$ cat src/rtl/nibble_calc_pkg.sv
package nibble_calc_pkg;
  typedef enum logic [2:0] {
    OPC_ADD  = 3'b000,
    OPC_SUB  = 3'b001,
    OPC_AND  = 3'b010,
    OPC_OR   = 3'b011,
    OPC_XOR  = 3'b100,
    OPC_NOTA = 3'b101,
    OPC_RSV6 = 3'b110,
    OPC_RSV7 = 3'b111
  } opc_e;
endpackage

$ cat src/rtl/nc_kernel.sv
module nc_kernel
  import nibble_calc_pkg::*;
#(
  parameter int W = 16
) (
  input  logic [2:0]   opc,
  input  logic [W-1:0] opa,
  input  logic [W-1:0] opb,
  output logic [W-1:0] res
);
  opc_e op;
  assign op = opc_e'(opc);

  logic [W-1:0] sum;
  logic [W-1:0] dif;
  assign sum = opa + opb;
  assign dif = opa + (~opb) + W'(1);

  always_comb begin
    unique case (op)
      OPC_ADD:  res = sum;
      OPC_SUB:  res = dif;
      OPC_AND:  res = opa & opb;
      OPC_OR:   res = opa | opb;
      OPC_XOR:  res = opa ^ opb;
      OPC_NOTA: res = ~opa;
      default:  res = '0;
    endcase
  end
endmodule

$ cat src/rtl/nc_nibble_bank.sv
module nc_nibble_bank #(
  parameter int W   = 16,
  parameter int NIB = 4,
  localparam int NUM = W / NIB
) (
  input  logic                     clk,
  input  logic                     rst,
  input  logic                     load,
  input  logic [W-1:0]             din,
  output logic [NUM-1:0][NIB-1:0]  nibs
);
  for (genvar g = 0; g < NUM; g++) begin : g_nib
    always_ff @(posedge clk) begin
      if (rst)
        nibs[g] <= '0;
      else if (load)
        nibs[g] <= din[g*NIB +: NIB];
    end
  end

  // no capture without load
  a_r7_hold: assert property (@(posedge clk) disable iff (rst)
    !load |=> $stable(nibs));

  // reset clears every nibble, load or not
  a_r11_reset_wins: assert property (@(posedge clk)
    rst |=> (nibs == '0));
endmodule

$ cat src/rtl/nc_bus_select.sv
module nc_bus_select #(
  parameter int NIB = 4,
  parameter int NUM = 4,
  localparam int SELW = $clog2(NUM)
) (
  input  logic                     clk,
  input  logic                     rst,
  input  logic [NUM-1:0][NIB-1:0]  nibs,
  input  logic [SELW-1:0]          nsel,
  input  logic                     oen,
  output logic [NIB-1:0]           bus,
  output logic [NUM-1:0]           en
);
  for (genvar g = 0; g < NUM; g++) begin : g_stage
    assign en[g] = oen && (nsel == SELW'(g));
  end

  always_comb begin
    bus = '0;
    for (int i = 0; i < NUM; i++)
      if (en[i]) bus = bus | nibs[i];
  end

  // never two stages on the bus
  a_r10_single_driver: assert property (@(posedge clk) disable iff (rst)
    $onehot0(en));

  // disabled bus is idle
  a_r9_bus_idle: assert property (@(posedge clk) disable iff (rst)
    !oen |-> (bus == '0 && en == '0));

  // enabled bus has exactly one stage on
  a_r10_one_on: assert property (@(posedge clk) disable iff (rst)
    oen |-> ($countones(en) == 1));
endmodule

$ cat src/rtl/nibble_calc.sv
module nibble_calc
  import nibble_calc_pkg::*;
#(
  parameter int W   = 16,
  parameter int NIB = 4,
  localparam int NUM  = W / NIB,
  localparam int SELW = $clog2(NUM)
) (
  input  logic            clk,
  input  logic            rst,
  input  logic            load,
  input  logic [2:0]      opc,
  input  logic [W-1:0]    opa,
  input  logic [W-1:0]    opb,
  input  logic [SELW-1:0] nsel,
  input  logic            oen,
  output logic [NIB-1:0]  nib_bus,
  output logic [NUM-1:0]  drv_en
);
  logic [W-1:0]              res;
  logic [NUM-1:0][NIB-1:0]   nibs;
  logic [W-1:0]              word;

  nc_kernel #(.W(W)) u_kernel (
    .opc (opc),
    .opa (opa),
    .opb (opb),
    .res (res)
  );

  nc_nibble_bank #(.W(W), .NIB(NIB)) u_bank (
    .clk  (clk),
    .rst  (rst),
    .load (load),
    .din  (res),
    .nibs (nibs)
  );

  nc_bus_select #(.NIB(NIB), .NUM(NUM)) u_sel (
    .clk  (clk),
    .rst  (rst),
    .nibs (nibs),
    .nsel (nsel),
    .oen  (oen),
    .bus  (nib_bus),
    .en   (drv_en)
  );

  assign word = nibs;

  // stored sum wraps modulo 2^W
  a_r2_add: assert property (@(posedge clk) disable iff (rst)
    (load && opc == OPC_ADD) |=> (word == W'($past(opa) + $past(opb))));

  // stored difference in two's complement
  a_r3_sub: assert property (@(posedge clk) disable iff (rst)
    (load && opc == OPC_SUB) |=> (word == W'($past(opa) - $past(opb))));

  // inverse of X
  a_r5_nota: assert property (@(posedge clk) disable iff (rst)
    (load && opc == OPC_NOTA) |=> (word == ~$past(opa)));

  // reserved codes give zero
  a_r6_reserved: assert property (@(posedge clk) disable iff (rst)
    (load && opc[2:1] == 2'b11) |=> (word == '0));
endmodule

$ cat config.mk
export PLATFORM = sky130hd
export DESIGN_NAME = nibble_calc
export DESIGN_NICKNAME = d
export VERILOG_FILES = /design/src/rtl/nibble_calc_pkg.sv /design/src/rtl/nc_kernel.sv /design/src/rtl/nc_nibble_bank.sv /design/src/rtl/nc_bus_select.sv /design/src/rtl/nibble_calc.sv
export SDC_FILE = /design/constraint.sdc
export NUM_CORES = 1
export LEC_CHECK = 0
export ABC_CLOCK_PERIOD_IN_PS = 3600
export BUFFER_PORTS_ARGS = -buffer_cell sky130_fd_sc_hd__clkbuf_2
export CORE_AREA = 3 3 90 110
export CTS_CLUSTER_DIAMETER = 150
export DETAILED_ROUTE_END_ITERATION = 16
export DIE_AREA = 0 0 93 113
export GPL_TIMING_DRIVEN = 0
export PLACE_DENSITY = 0.5
export SLEW_MARGIN = 0
export SYNTH_ARGS = -nofsm -noshare
export SYNTH_HDL_FRONTEND = slang
export SYNTH_SLANG_ARGS = --single-unit
$ cat constraint.sdc
create_clock -name clk -period 3.6 [get_ports clk]
set_input_delay 0.9 -clock clk [delete_from_list [all_inputs] [get_ports clk]]
set_output_delay 0.9 -clock clk [all_outputs]
set_load 0.1 [all_outputs]
## Word level (Yosys, flattened, before mapping)

Cells that the tools add are included.

- Flip-flop bits (word level): 16
- Latch bits: 0
- Memory bits (writable): 0
- Bits in read-only memories: 0
- Input port bits: 41
- Output and inout bits: 8
- Logic and storage cells: 34
- Memories: 0

- Add/subtract/negate cells: 3
- $mul: 0
- Div/mod/pow operators: 0
- Order comparisons: 0
- Equal/unequal tests: 8
- Shift-type cells: 0
- Muxes and demuxes: 5
- Bitwise operators: 8
- Reductions and logical operators: 6

Operators with widths:

| kind | count |
|---|---|
| case mux 16 bit (6 select lines) | 1 |
| adder 16 bit | 2 |
| inverter 16 bit | 2 |
| adder 16 x 1 -> 16 bit (second input constant) | 1 |
| bitwise AND 16 bit | 1 |
| 2-to-1 mux 4 bit | 4 |
| bitwise OR 16 bit | 1 |
| XOR 16 bit | 1 |
| bitwise OR 4 bit | 3 |
| == test 3 x 2 -> 1 bit (second input constant) | 2 |
| == test 3 bit (second input constant) | 2 |
| == test 2 bit (second input constant) | 2 |
| logical AND 1 bit | 4 |
| == test 3 x 1 -> 1 bit (second input constant) | 1 |
| zero test 3 bit | 1 |
| == test 2 x 1 -> 1 bit (second input constant) | 1 |
| zero test 2 bit | 1 |

## Logic depth before layout (Yosys ltp)

Gate-level depths: netlist of the first run.

- Depth in word-level cells: 9
- Gate-level depth with buffers: 11
- Mapped depth without buffers: 11

## Modules after synthesis

A second synthesis of the first run with hierarchy kept.

- Cells, all modules: 475
- Area, all modules: 3,342.0 sq um

Modules (own cells, without submodules):

| module | instances | cells each | area an instance (sq um) | seq. area each (sq um) |
|---|---|---|---|---|
| nc_kernel | 1 | 403 | 2,616.3 | 0.0 |
| nc_nibble_bank | 1 | 52 | 580.6 | 320.3 |
| nc_bus_select | 1 | 20 | 145.1 | 0.0 |

## Worst setup path before layout of the first run

Ideal clock, no wire load.

- Path kind: input port to output port
- Start: in nsel[1]
- End: out nib_bus[0]
- Arrival: 4.461 ns
- Data required time: 2.700 ns
- Slack: -1.761 ns
- Stages: 3
- Path buffers: 0
- Cells stage by stage: nor3b_1 a22o_1 a221o_1

- Word-level cells in the longest chain between the ends: 9
- Elaborated cells between the ends (all ways): 15
- Classes of those cells: 3 x eq/ne; 4 x mux; 3 x bitwise; 5 x reduce/logical

Ends and longest elaborated chain:

| what | line | text |
|---|---|---|
| start, declared | nibble_calc.sv:15 | `input logic [SELW-1:0] nsel,` |
| zero test 2 bit | nc_bus_select.sv:15 | `assign en[g] = oen && (nsel == SELW'(g));` |
| logical AND 1 bit | nc_bus_select.sv:15 |  |
| 2-to-1 mux 4 bit | nc_bus_select.sv:21 | `if (en[i]) bus = bus \| nibs[i];` |
| bitwise OR 4 bit | nc_bus_select.sv:21 |  |
| 2-to-1 mux 4 bit | nc_bus_select.sv:21 |  |
| bitwise OR 4 bit | nc_bus_select.sv:21 |  |
| 2-to-1 mux 4 bit | nc_bus_select.sv:21 |  |
| bitwise OR 4 bit | nc_bus_select.sv:21 |  |
| 2-to-1 mux 4 bit (*) | nc_bus_select.sv:21 |  |
| end, declared | nibble_calc.sv:17 | `output logic [NIB-1:0] nib_bus,` |

Every way passes the cells marked *; elsewhere a longest branch is shown, timed or not.

## Worst setup path after layout of the first run

- Start: in opa[4]
- End: reg u_bank.nibs[11] in the netlist's numbering

- Word-level cells in the longest chain between the ends: 3
- Elaborated cells between the ends (all ways): 4
- Classes of those cells: 3 x add/sub; 1 x mux

Ends and longest elaborated chain:

| what | line | text |
|---|---|---|
| start, declared | nibble_calc.sv:13 | `input logic [W-1:0] opa,` |
| adder 16 bit | nc_kernel.sv:17 | `assign dif = opa + (~opb) + W'(1);` |
| adder 16 x 1 -> 16 bit | nc_kernel.sv:17 |  |
| case mux 16 bit (6 select lines) (*) | nc_kernel.sv:20 | `unique case (op)` |
| end signal, assigned by index | nc_nibble_bank.sv:17 | `nibs[g] <= din[g*NIB +: NIB];` |
| end, declared | nc_nibble_bank.sv:10 | `output logic [NUM-1:0][NIB-1:0] nibs` |

Marked as above.
A chain may end at the register's enable or synchronous reset.

==> results of run 1 <==
==> cell usage after synthesis, types with 5 or more instances <==
| library cell | count |
|---|---|
| o21ai_1 | 8 |
| o211ai_1 | 8 |
| o31ai_1 | 6 |
| ha_1 | 50 |
| o21ai_0 | 16 |
| nand3_1 | 11 |
| a21o_1 | 5 |
| o221ai_1 | 7 |
| a21oi_1 | 43 |
| a22oi_1 | 6 |
| nand2_1 | 37 |
| nor2_1 | 32 |
| o22ai_1 | 7 |
| xnor2_1 | 8 |
| a221o_1 | 6 |
| mux2i_1 | 5 |
| dfxtp_1 | 16 |
| inv_2 | 6 |
| clkbuf_1 | 20 |
| a31oi_1 | 6 |
| inv_1 | 45 |
| nor3_1 | 15 |
| a221oi_1 | 6 |
==> final cells by class <==
type                            instances  area [um2]  share of cell area, %
Tap cell                              120       150.1                  4.227
Clock buffer                            4       55.05                  1.550
Sequential cell                        16       320.3                  9.017
Buffer                                 27       115.1                  3.241
Timing Repair Buffer                   45       225.2                  6.340
Multi-Input combinational cell        346        2495                  70.24
Inverter                               51       191.4                  5.389
==> worst min path at each step <==
stage	slack (ps)	start	end	depth (start not counted)
final	450	u_bank.nibs[11]$_SDFFE_PP0P_	u_bank.nibs[11]$_SDFFE_PP0P_	2
after global routing	490	u_bank.nibs[12]$_SDFFE_PP0P_	u_bank.nibs[12]$_SDFFE_PP0P_	2
after CTS	460	u_bank.nibs[11]$_SDFFE_PP0P_	u_bank.nibs[11]$_SDFFE_PP0P_	2
after detailed placement	450	u_bank.nibs[11]$_SDFFE_PP0P_	u_bank.nibs[11]$_SDFFE_PP0P_	2
after global placement	440	u_bank.nibs[9]$_SDFFE_PP0P_	u_bank.nibs[9]$_SDFFE_PP0P_	2
after floorplan	420	u_bank.nibs[5]$_SDFFE_PP0P_	u_bank.nibs[5]$_SDFFE_PP0P_	2
==> worst max-delay path: stages <==
cell      delay (ps)
clkbuf_2         110
inv_1             40
ha_1             300
clkbuf_1         220
nor4_1           340
o31ai_1          180
a311oi_2         430
a21oi_1          140
xor2_1           150
a221oi_1         460
o21ai_1           90
==> metal layers <==
| layer | GRT usage [%] | vias up | part of all wire, % |
|---|---|---|---|
| met1 | 24.95 | 1620 | 41 |
| met2 | 34.94 | 112 | 49 |
| met3 | 1.596 | 33 | 4.2 |
| met5 | 0 | - | 0 |
| li1 | - | 1700 | - |
| met4 | 10.07 | 0 | 5.2 |
==> metrics by stage <==
stage          power [mW]  hold WS (ps)  instances  cell area [um2]  setup WS [ps]
3_5_place_dp       0.6735         452.1        605             3497          49.18
6_report           0.8339         454.7        609             3552          349.4
5_1_grt            0.9008         488.1        609             3552          103.1
4_1_cts            0.8368         460.7        609             3552          321.3
2_1_floorplan      0.5362         424.9        440             3122          187.7
3_3_place_gp       0.6697         442.7        605             3497          73.03
==> logic make-up after synthesis <==
| kind of cell | synth area share (%) |
|---|---|
| DFF | 10.33 |
| muxes | 1.614 |
| xor gates and xnor gates | 3.108 |
| and+or+nand+nor | 18.60 |
| AOI/OAI and AO/OA | 35.07 |
| buffers and inverters | 9.806 |
| adders and majority gates | 21.47 |
==> cell usage in the layout, fill, tap and decap left out, types with 4 or more instances in the layout <==
cell      Yosys  final
nand2_1      37     37
a221oi_1      6      6
o211ai_1      8      8
a31oi_1       6      6
or3_1         4      4
clkbuf_2      0     47
a211oi_1      4      4
dfxtp_1      16     16
ha_1         50     50
o22ai_1       7      7
clkbuf_8      0      4
a21oi_1      43     43
nand3_1      11     11
mux2i_1       5      5
a311oi_1      4      4
nor2_1       32     31
a22oi_1       6      6
o221ai_1      7      7
clkbuf_1     20     18
a21o_1        5      5
nor4_1        4      4
a22o_1        4      4
o21ai_0      16     16
inv_2         6      6
a221o_2       0      4
inv_1        45     45
nor3_1       15     15
xnor2_1       8      8
o31ai_1       6      6
o21ai_1       8      8
==> power breakdown <==
part / internal, mW / leakage, nW / total [mW] / switching (mW)
Combinational: 0.169 / 1.48 / 0.476 / 0.307
Clock: 0.0971 / 0.0288 / 0.160 / 0.0629
Sequential: 0.190 / 0.131 / 0.198 / 0.00785
==> flow_summary.ini, run 1 <==
[layout]
nNetsFinal = 583
utilization_pct = 39.74
largest_reg_flops = 16
drive_above_1_share_pct = 15.34
fillers = 1016
n_antenna_cell = 0
area_growth_pct = 14.57
largest-register = u_bank.nibs
reg.largest.list = u_bank.nibs x16

[critical_path]
cp.arrival_ps = 3380
path_max_fanout = 10
setup.worst_path.start = opa[4]
worst_setup_path_start_kind = primary input
end_kind = flip-flop
reg2reg_depth = 4
r2r-start = u_bank.nibs[13]$_SDFFE_PP0P_
path_class = primary input to flip-flop
crit_end = u_bank.nibs[11]$_SDFFE_PP0P_
crit_required_ps = 3730
rr_endpoint = u_bank.nibs[13]$_SDFFE_PP0P_
reg2reg_slack_ps = 2560

[synth]
async_flop_share_pct = 0
ys_seq_area_share_pct = 10.33
synth_edf_count = 0
syn_area_um2 = 3100
ys_warn_count = 0
synth_top_area_share_pct = 20.18
netlist_instances = 440
synth_area_leaders = ha_1 (20%), dfxtp_1 (10%), a21oi_1 (6.9%)
synth_flop_cell = dfxtp_1
synth_seq_cells = 16
postSynthAreaPerCell_um2 = 7.047
syn-num-nets = 533
yosys.area.top_type = ha_1
ys_types = 62

[sta]
setup_viol = 0
maxSlewViolCount = 0
rsz0062_at_grt = false
slew_headroom_pct = 21.74
fin_crit_ps = 3251
skew_ps = 0
fmax_ghz = 0.3076
tightestPinTransition_ps = 1165
finalHoldViolCount = 0
finalSetupTns_ps = 0
min_period_over_period_pct = 90.30

[cts]
worst_skew_pair.late_latency_ps = 250
cts_buffers = 3
numClockSinks = 16
cts-root-buf = clkbuf_8
cts_tree = yes
clk_pin_slew_ps = 60
cts_setup_buffers = 0
h-tree-depth = 1
cts_resized = 0
cts_hold_buf = 0
clock_path_buffers = 2

[detailed_routing]
vias = 3465
vias_per_cell = 5.690
drcViolationCount = 0
wl_per_cell_um = 17.44
drtIter0Drc = 170
drt_first_pass_iters = 5
postRouteAntennaNets = 0
totalWireLength_mm = 10.62

[place]
io_buffers = 45
place_congestion = 0.8926
dp_hpwl_mm = 8.467

[die]
core.rowCount = 38
coreArea_um2 = 8939
fp.dieH_um = 113
io_pins = 49
die_w_um = 93
initial_core_util_pct = 34.69
die-area_um2 = 10510

[pwr]
p_leak_nw = 1.639
max-vdd-ir-drop_v = 0.0001089
cellPowerDensity_nw_per_um2 = 234.8

[global_routing]
grt_max_degree = 11
antenna_found_initial = 0
grt_use_total_pct = 20.19
overflow = 0
grt_pass1_vias = 3441
grt_pass1_wl_mm = 16.95

[flow_run]
max_cap_viol_count = 0

[outcome]
outcome = finished clean

[worst_hold_path]
min_path_type = flip-flop to flip-flop
No activity file was read; power rests on OpenSTA's default activity.
==> run 2: changes to the inputs <==
ABC_AREA = 1   (was not set)
CORE_AREA = 3 3 94 114   (was 3 3 90 110)
DIE_AREA = 0 0 97 117   (was 0 0 93 113)
PLACE_DENSITY = 0.52   (was 0.5)
==> run 2 against run 1 <==
Effect of this change: first-iteration DRC count increased by 45%; area after synthesis increased by 9.4%; final area increased by 10%; critical path type is now primary input to primary output; critical path depth decreased by 5; power increased by 11%; die area increased by 8.0%; via count increased by 15%; synthesized cell count increased by 38%; utilization increased by 0.99 points; global-route usage decreased by 0.67 points.
==> flow_summary.ini, run 2 <==
[place]
dp_cells = 779
place_congestion = 0.8944
pre_cts_slack_ps = 638.8
dp_hpwl_mm = 9.274
io_buffers = 47
dpl-instance-area_um2 = 3826

[detailed_routing]
postRouteAntennaNets = 0
drt_first_pass_iters = 5
wl_per_cell_um = 14.27
vias_per_cell = 5.078
drtIter0Drc = 246
totalWireLength_mm = 11.17
vias = 3976
drcViolationCount = 0

[layout]
nNetsFinal = 754
final_common_cell = nand2_1
fin_area_um2 = 3915
utilization_pct = 40.73
largest_reg_flops = 16
reg.largest.list = u_bank.nibs x16
largest-register = u_bank.nibs
final_cell_mix = nand2_1 (183), inv_1 (118), nand3_1 (63)
n_antenna_cell = 0
final_cells = 783
drive_above_1_share_pct = 13.03
area_growth_pct = 15.42

[cts]
cts_tree = yes
cts-root-buf = clkbuf_16
cts_setup_buffers = 0
clk_pin_slew_ps = 50
numClockSinks = 16
cts_resized = 0
cts_buffers = 3
cts_hold_buf = 0
h-tree-depth = 1
worst_skew_pair.late_latency_ps = 240
clock_path_buffers = 2

[global_routing]
grt_pass1_vias = 3781
antenna_found_initial = 0
grt_use_total_pct = 19.52
overflow = 0
grt_pass1_wl_mm = 18.13
grt_max_degree = 11

[sta]
hold_slack_ps = 464.9
fmax_ghz = 0.3359
setup_ws_ps = 622.6
rsz0062_at_grt = false
min_period_over_period_pct = 82.71
setup_viol = 0
finalSetupTns_ps = 0
tightestPinTransition_ps = 544.1
fin_crit_ps = 2977
finalHoldViolCount = 0
slew_headroom_pct = 63.88
skew_ps = 0
maxSlewViolCount = 0

[synth]
ys_warn_count = 0
synth_area_leaders = nand2_1 (20%), ha_1 (18%), inv_1 (13%)
synth_seq_cells = 16
syn_area_um2 = 3392
synth_flop_cell = dfxtp_1
netlist_instances = 609
ys_seq_area_share_pct = 9.443
ys_types = 29
yosysMostFrequentCell = nand2_1
async_flop_share_pct = 0
synth_common_cells = nand2_1 (183), inv_1 (118), nand3_1 (63)
syn-num-nets = 702
yosys.area.top_type = nand2_1
postSynthAreaPerCell_um2 = 5.570
synth_top_area_share_pct = 20.25
synth_edf_count = 0

[critical_path]
reg2reg_slack_ps = 2940
crit_required_ps = 2700
path_class = primary input to primary output
reg2reg_depth = 2
critPathSlowestCell = clkbuf_2
rr_endpoint = u_bank.nibs[1]$_SDFFE_PP0P_
cp.arrival_ps = 2080
cp_cell_sequence = clkbuf_2 > inv_1 > nor3_4 > nand2_1 > nand4_1 > clkbuf_2
r2r-start = u_bank.nibs[1]$_SDFFE_PP0P_
cp_common_cell = clkbuf_2
max_stage_delay_ps = 470
end_kind = primary output
worst_setup_path_start_kind = primary input
path_max_fanout = 5

[die]
initial_core_util_pct = 35.29
fp.dieH_um = 117
core.rowCount = 39
die-area_um2 = 11350
coreArea_um2 = 9613
die_w_um = 97
io_pins = 49

[worst_hold_path]
hp-start = u_bank.nibs[0]$_SDFFE_PP0P_
min_path_cells = 2
worstHoldEndpoint = u_bank.nibs[0]$_SDFFE_PP0P_
min_path_type = flip-flop to flip-flop

[outcome]
outcome = finished clean

[pwr]
cellPowerDensity_nw_per_um2 = 235.8
power.total_mw = 0.9231
max-vdd-ir-drop_v = 0.0002164
p_leak_nw = 2.248

[flow_run]
max_cap_viol_count = 0
## run 2: cell count changes after synthesis, sizes merged, moves of 10 or more
cell / change
nand2: +151
inv: +72
o22ai: +14
nor2: +10
nand3: +55
clkbuf: -17
o21ai: -11
## run 2: cell type report
cell class	count	area [um2]
Fill cell	1094	5698
Clock buffer	4	88.84
Tap cell	123	153.9
Buffer	17	108.9
Sequential cell	16	320.3
Multi-Input combinational cell	453	2546
Inverter	123	461.7
Timing Repair Buffer	47	235.2
## run 2: logic make-up after synthesis
kind of cell,after synthesis,share of synthesized area [%]
compound gates,85,14.53
fa+ha+maj,52,19.62
buf+inv,140,16.82
flops,16,9.443
simple gates,316,39.58
## run 2: worst max-delay path by stage
stage | from | endpoint | slack (ps) | cells after the start
6_report | oen | nib_bus[0] | 620 | 6
3_3_place_gp | nsel[1] | nib_bus[1] | 650 | 6
5_1_grt | nsel[1] | nib_bus[0] | 510 | 6
2_1_floorplan | oen | nib_bus[0] | -140 | 4
4_1_cts | oen | nib_bus[0] | 620 | 6
3_5_place_dp | oen | nib_bus[0] | 640 | 6
## run 2: worst max-delay path, delay by kind of cell
kind,cells,cell delay [ps]
buffers and inverters,3,680
AND/OR/NAND/NOR,3,490
## run 2: layer usage
metal	GRT usage (%)	wire (um)	vias to the layer above
li1	-	-	2044
met1	23.22	4720	1782
met2	36.65	5539	125
met3	2.253	543	25
met4	6.554	367	0
met5	0	0	-
## run 2: power breakdown
group,leakage (nW),switching [mW],internal (mW)
Combinational,2.07,0.334,0.157
Clock,0.0442,0.0649,0.168
Sequential,0.131,0.00798,0.191
==> run 3: changes to the inputs <==
ABC_CLOCK_PERIOD_IN_PS = 2450   (was 3600)
PLACE_DENSITY = 0.54   (was 0.52)
clock period = 2.45 ns   (was 3.6 ns; I/O delays follow)
==> run 3 against run 2 <==
Effect of this change: die area unchanged; non-clock buffer count unchanged; highest routed layer unchanged; critical path type unchanged; wire length decreased by 0.77%; clock power increased by 47%.
==> flow_summary.ini, run 3 (same netlist as run 2, synthesis figures left out) <==
[place]
dp_hpwl_mm = 9.227
place_congestion = 0.9163
io_buffers = 47
pre_cts_slack_ps = -71.94

[die]
die-area_um2 = 11350
core.rowCount = 39
fp.dieH_um = 117
coreArea_um2 = 9613
initial_core_util_pct = 35.29
io_pins = 49
die_w_um = 97

[critical_path]
r2r-start = u_bank.nibs[1]$_SDFFE_PP0P_
cp.arrival_ps = 1740
worst_setup_path_start_kind = primary input
end_kind = primary output
crit_required_ps = 1840
cp_common_cell = clkbuf_2
setup.worst_path.start = oen
max_stage_delay_ps = 450
cp_cell_sequence = clkbuf_2 > inv_1 > nor3_4 > nand2_1 > nand4_1 > clkbuf_2
cp.buffers_inverters = 3
critPathTopFamily = buffers and inverters
critPathSlowestCell = clkbuf_2
path_max_fanout = 5
path_class = primary input to primary output

[pwr]
clockPowerShare_pct = 25.3
power.total_mw = 1.354
cellPowerDensity_nw_per_um2 = 345.3
combPwrFrac_pct = 53.1
p_seq_share_pct = 21.5
p_leak_nw = 2.255
sw_frac_of_total_pct = 43.90
power.internal_mw = 0.7598
switchingPower_mw = 0.5946
max-vdd-ir-drop_v = 0.0002215

[sta]
rsz0062_at_grt = false
setup_ws_ps = 100.0
maxSlewViolCount = 0
finalSetupTns_ps = 0
min_period_over_period_pct = 95.92
tightestPinTransition_ps = 541.9
slew_headroom_pct = 64.03
fin_crit_ps = 2350
setup_viol = 0
fmax_ghz = 0.4255
hold_slack_ps = 473.0
skew_ps = 0
finalHoldViolCount = 0

[detailed_routing]
vias_per_cell = 5.066
drcViolationCount = 0
postRouteAntennaNets = 0
wl_per_cell_um = 14.16
totalWireLength_mm = 11.08
vias = 3967
drtIter0Drc = 265
drt_first_pass_iters = 5

[layout]
n_antenna_cell = 0
largest-register = u_bank.nibs
final_cell_mix = nand2_1 (182), inv_1 (118), nand3_1 (62)
reg.largest.list = u_bank.nibs x16
final_common_cell = nand2_1
largest_reg_flops = 16
utilization_pct = 40.80
area_growth_pct = 15.64
nNetsFinal = 754
drive_above_1_share_pct = 13.33

[cts]
cts_tree = yes
cts_hold_buf = 0
cts-root-buf = clkbuf_16
worst_skew_pair.late_latency_ps = 240
clk_pin_slew_ps = 50
numClockSinks = 16
h-tree-depth = 1
cts_setup_buffers = 0
clock_path_buffers = 2
cts_buffers = 3

[worst_hold_path]
hp-start = u_bank.nibs[5]$_SDFFE_PP0P_
min_path_type = flip-flop to flip-flop

[global_routing]
antenna_found_initial = 0
grt_pass1_wl_mm = 18.00
grt_max_degree = 11
grt_pass1_vias = 3875
grt_use_total_pct = 19.34
overflow = 0

[flow_run]
max_cap_viol_count = 0

[outcome]
outcome = finished clean
run 3: stage by stage:
stage	std cells	instance area [um2]
final	783	3923
after global routing	783	3923
after CTS	783	3915
after detailed placement	779	3826
after global placement	779	3826
after floorplan	609	3437
run 3: final timing paths:
| check | end | slack, ps | cells after the start |
|---|---|---|---|
| worst min register to register | u_bank.nibs[5]$_SDFFE_PP0P_ | 470 | 2 |
| worst max-delay path | nib_bus[3] | 100 | 6 |
| worst max register to register | u_bank.nibs[1]$_SDFFE_PP0P_ | 1750 | 2 |
| worst min-delay path | u_bank.nibs[5]$_SDFFE_PP0P_ | 470 | 2 |
run 3: final cells by class:
type                    count  area [um2]
repair buffers             47       235.2
plain buffers              17       108.9
flip-flops and latches     16       320.3
well taps                 123       153.9
fillers                  1076        5690
multi-input cells         453        2554
inverters                 123       461.7
clock buffers               4       88.84
run 3: timing repair:
action,4_1_cts,5_1_grt
gates resized for setup,0,5
endpoints found under the hold margin,0,0
setup endpoints to repair,0,5
run 3: per-layer routing:
| metal | global-route usage (%) | wire [um] | share of wire (%) |
|---|---|---|---|
| met3 | 1.719 | 527 | 4.8 |
| met4 | 8.052 | 378 | 3.4 |
| met2 | 35.45 | 5519 | 50 |
| met1 | 23.39 | 4659 | 42 |
| met5 | 0 | 0 | 0 |
run 3: power groups by stage:
stage	registers [mW]	clock network, mW	logic, mW
after detailed placement	0.296	0	0.715
after floorplan	0.293	0	0.506
after global routing	0.294	0.370	0.813
final	0.292	0.343	0.720
after global placement	0.296	0	0.706
after CTS	0.292	0.350	0.719
run 3: tightest hold or removal path, stage by stage (launching register included):
cell and delay (ps):
dfxtp_1 310, nand2_1 60, a21oi_1 50
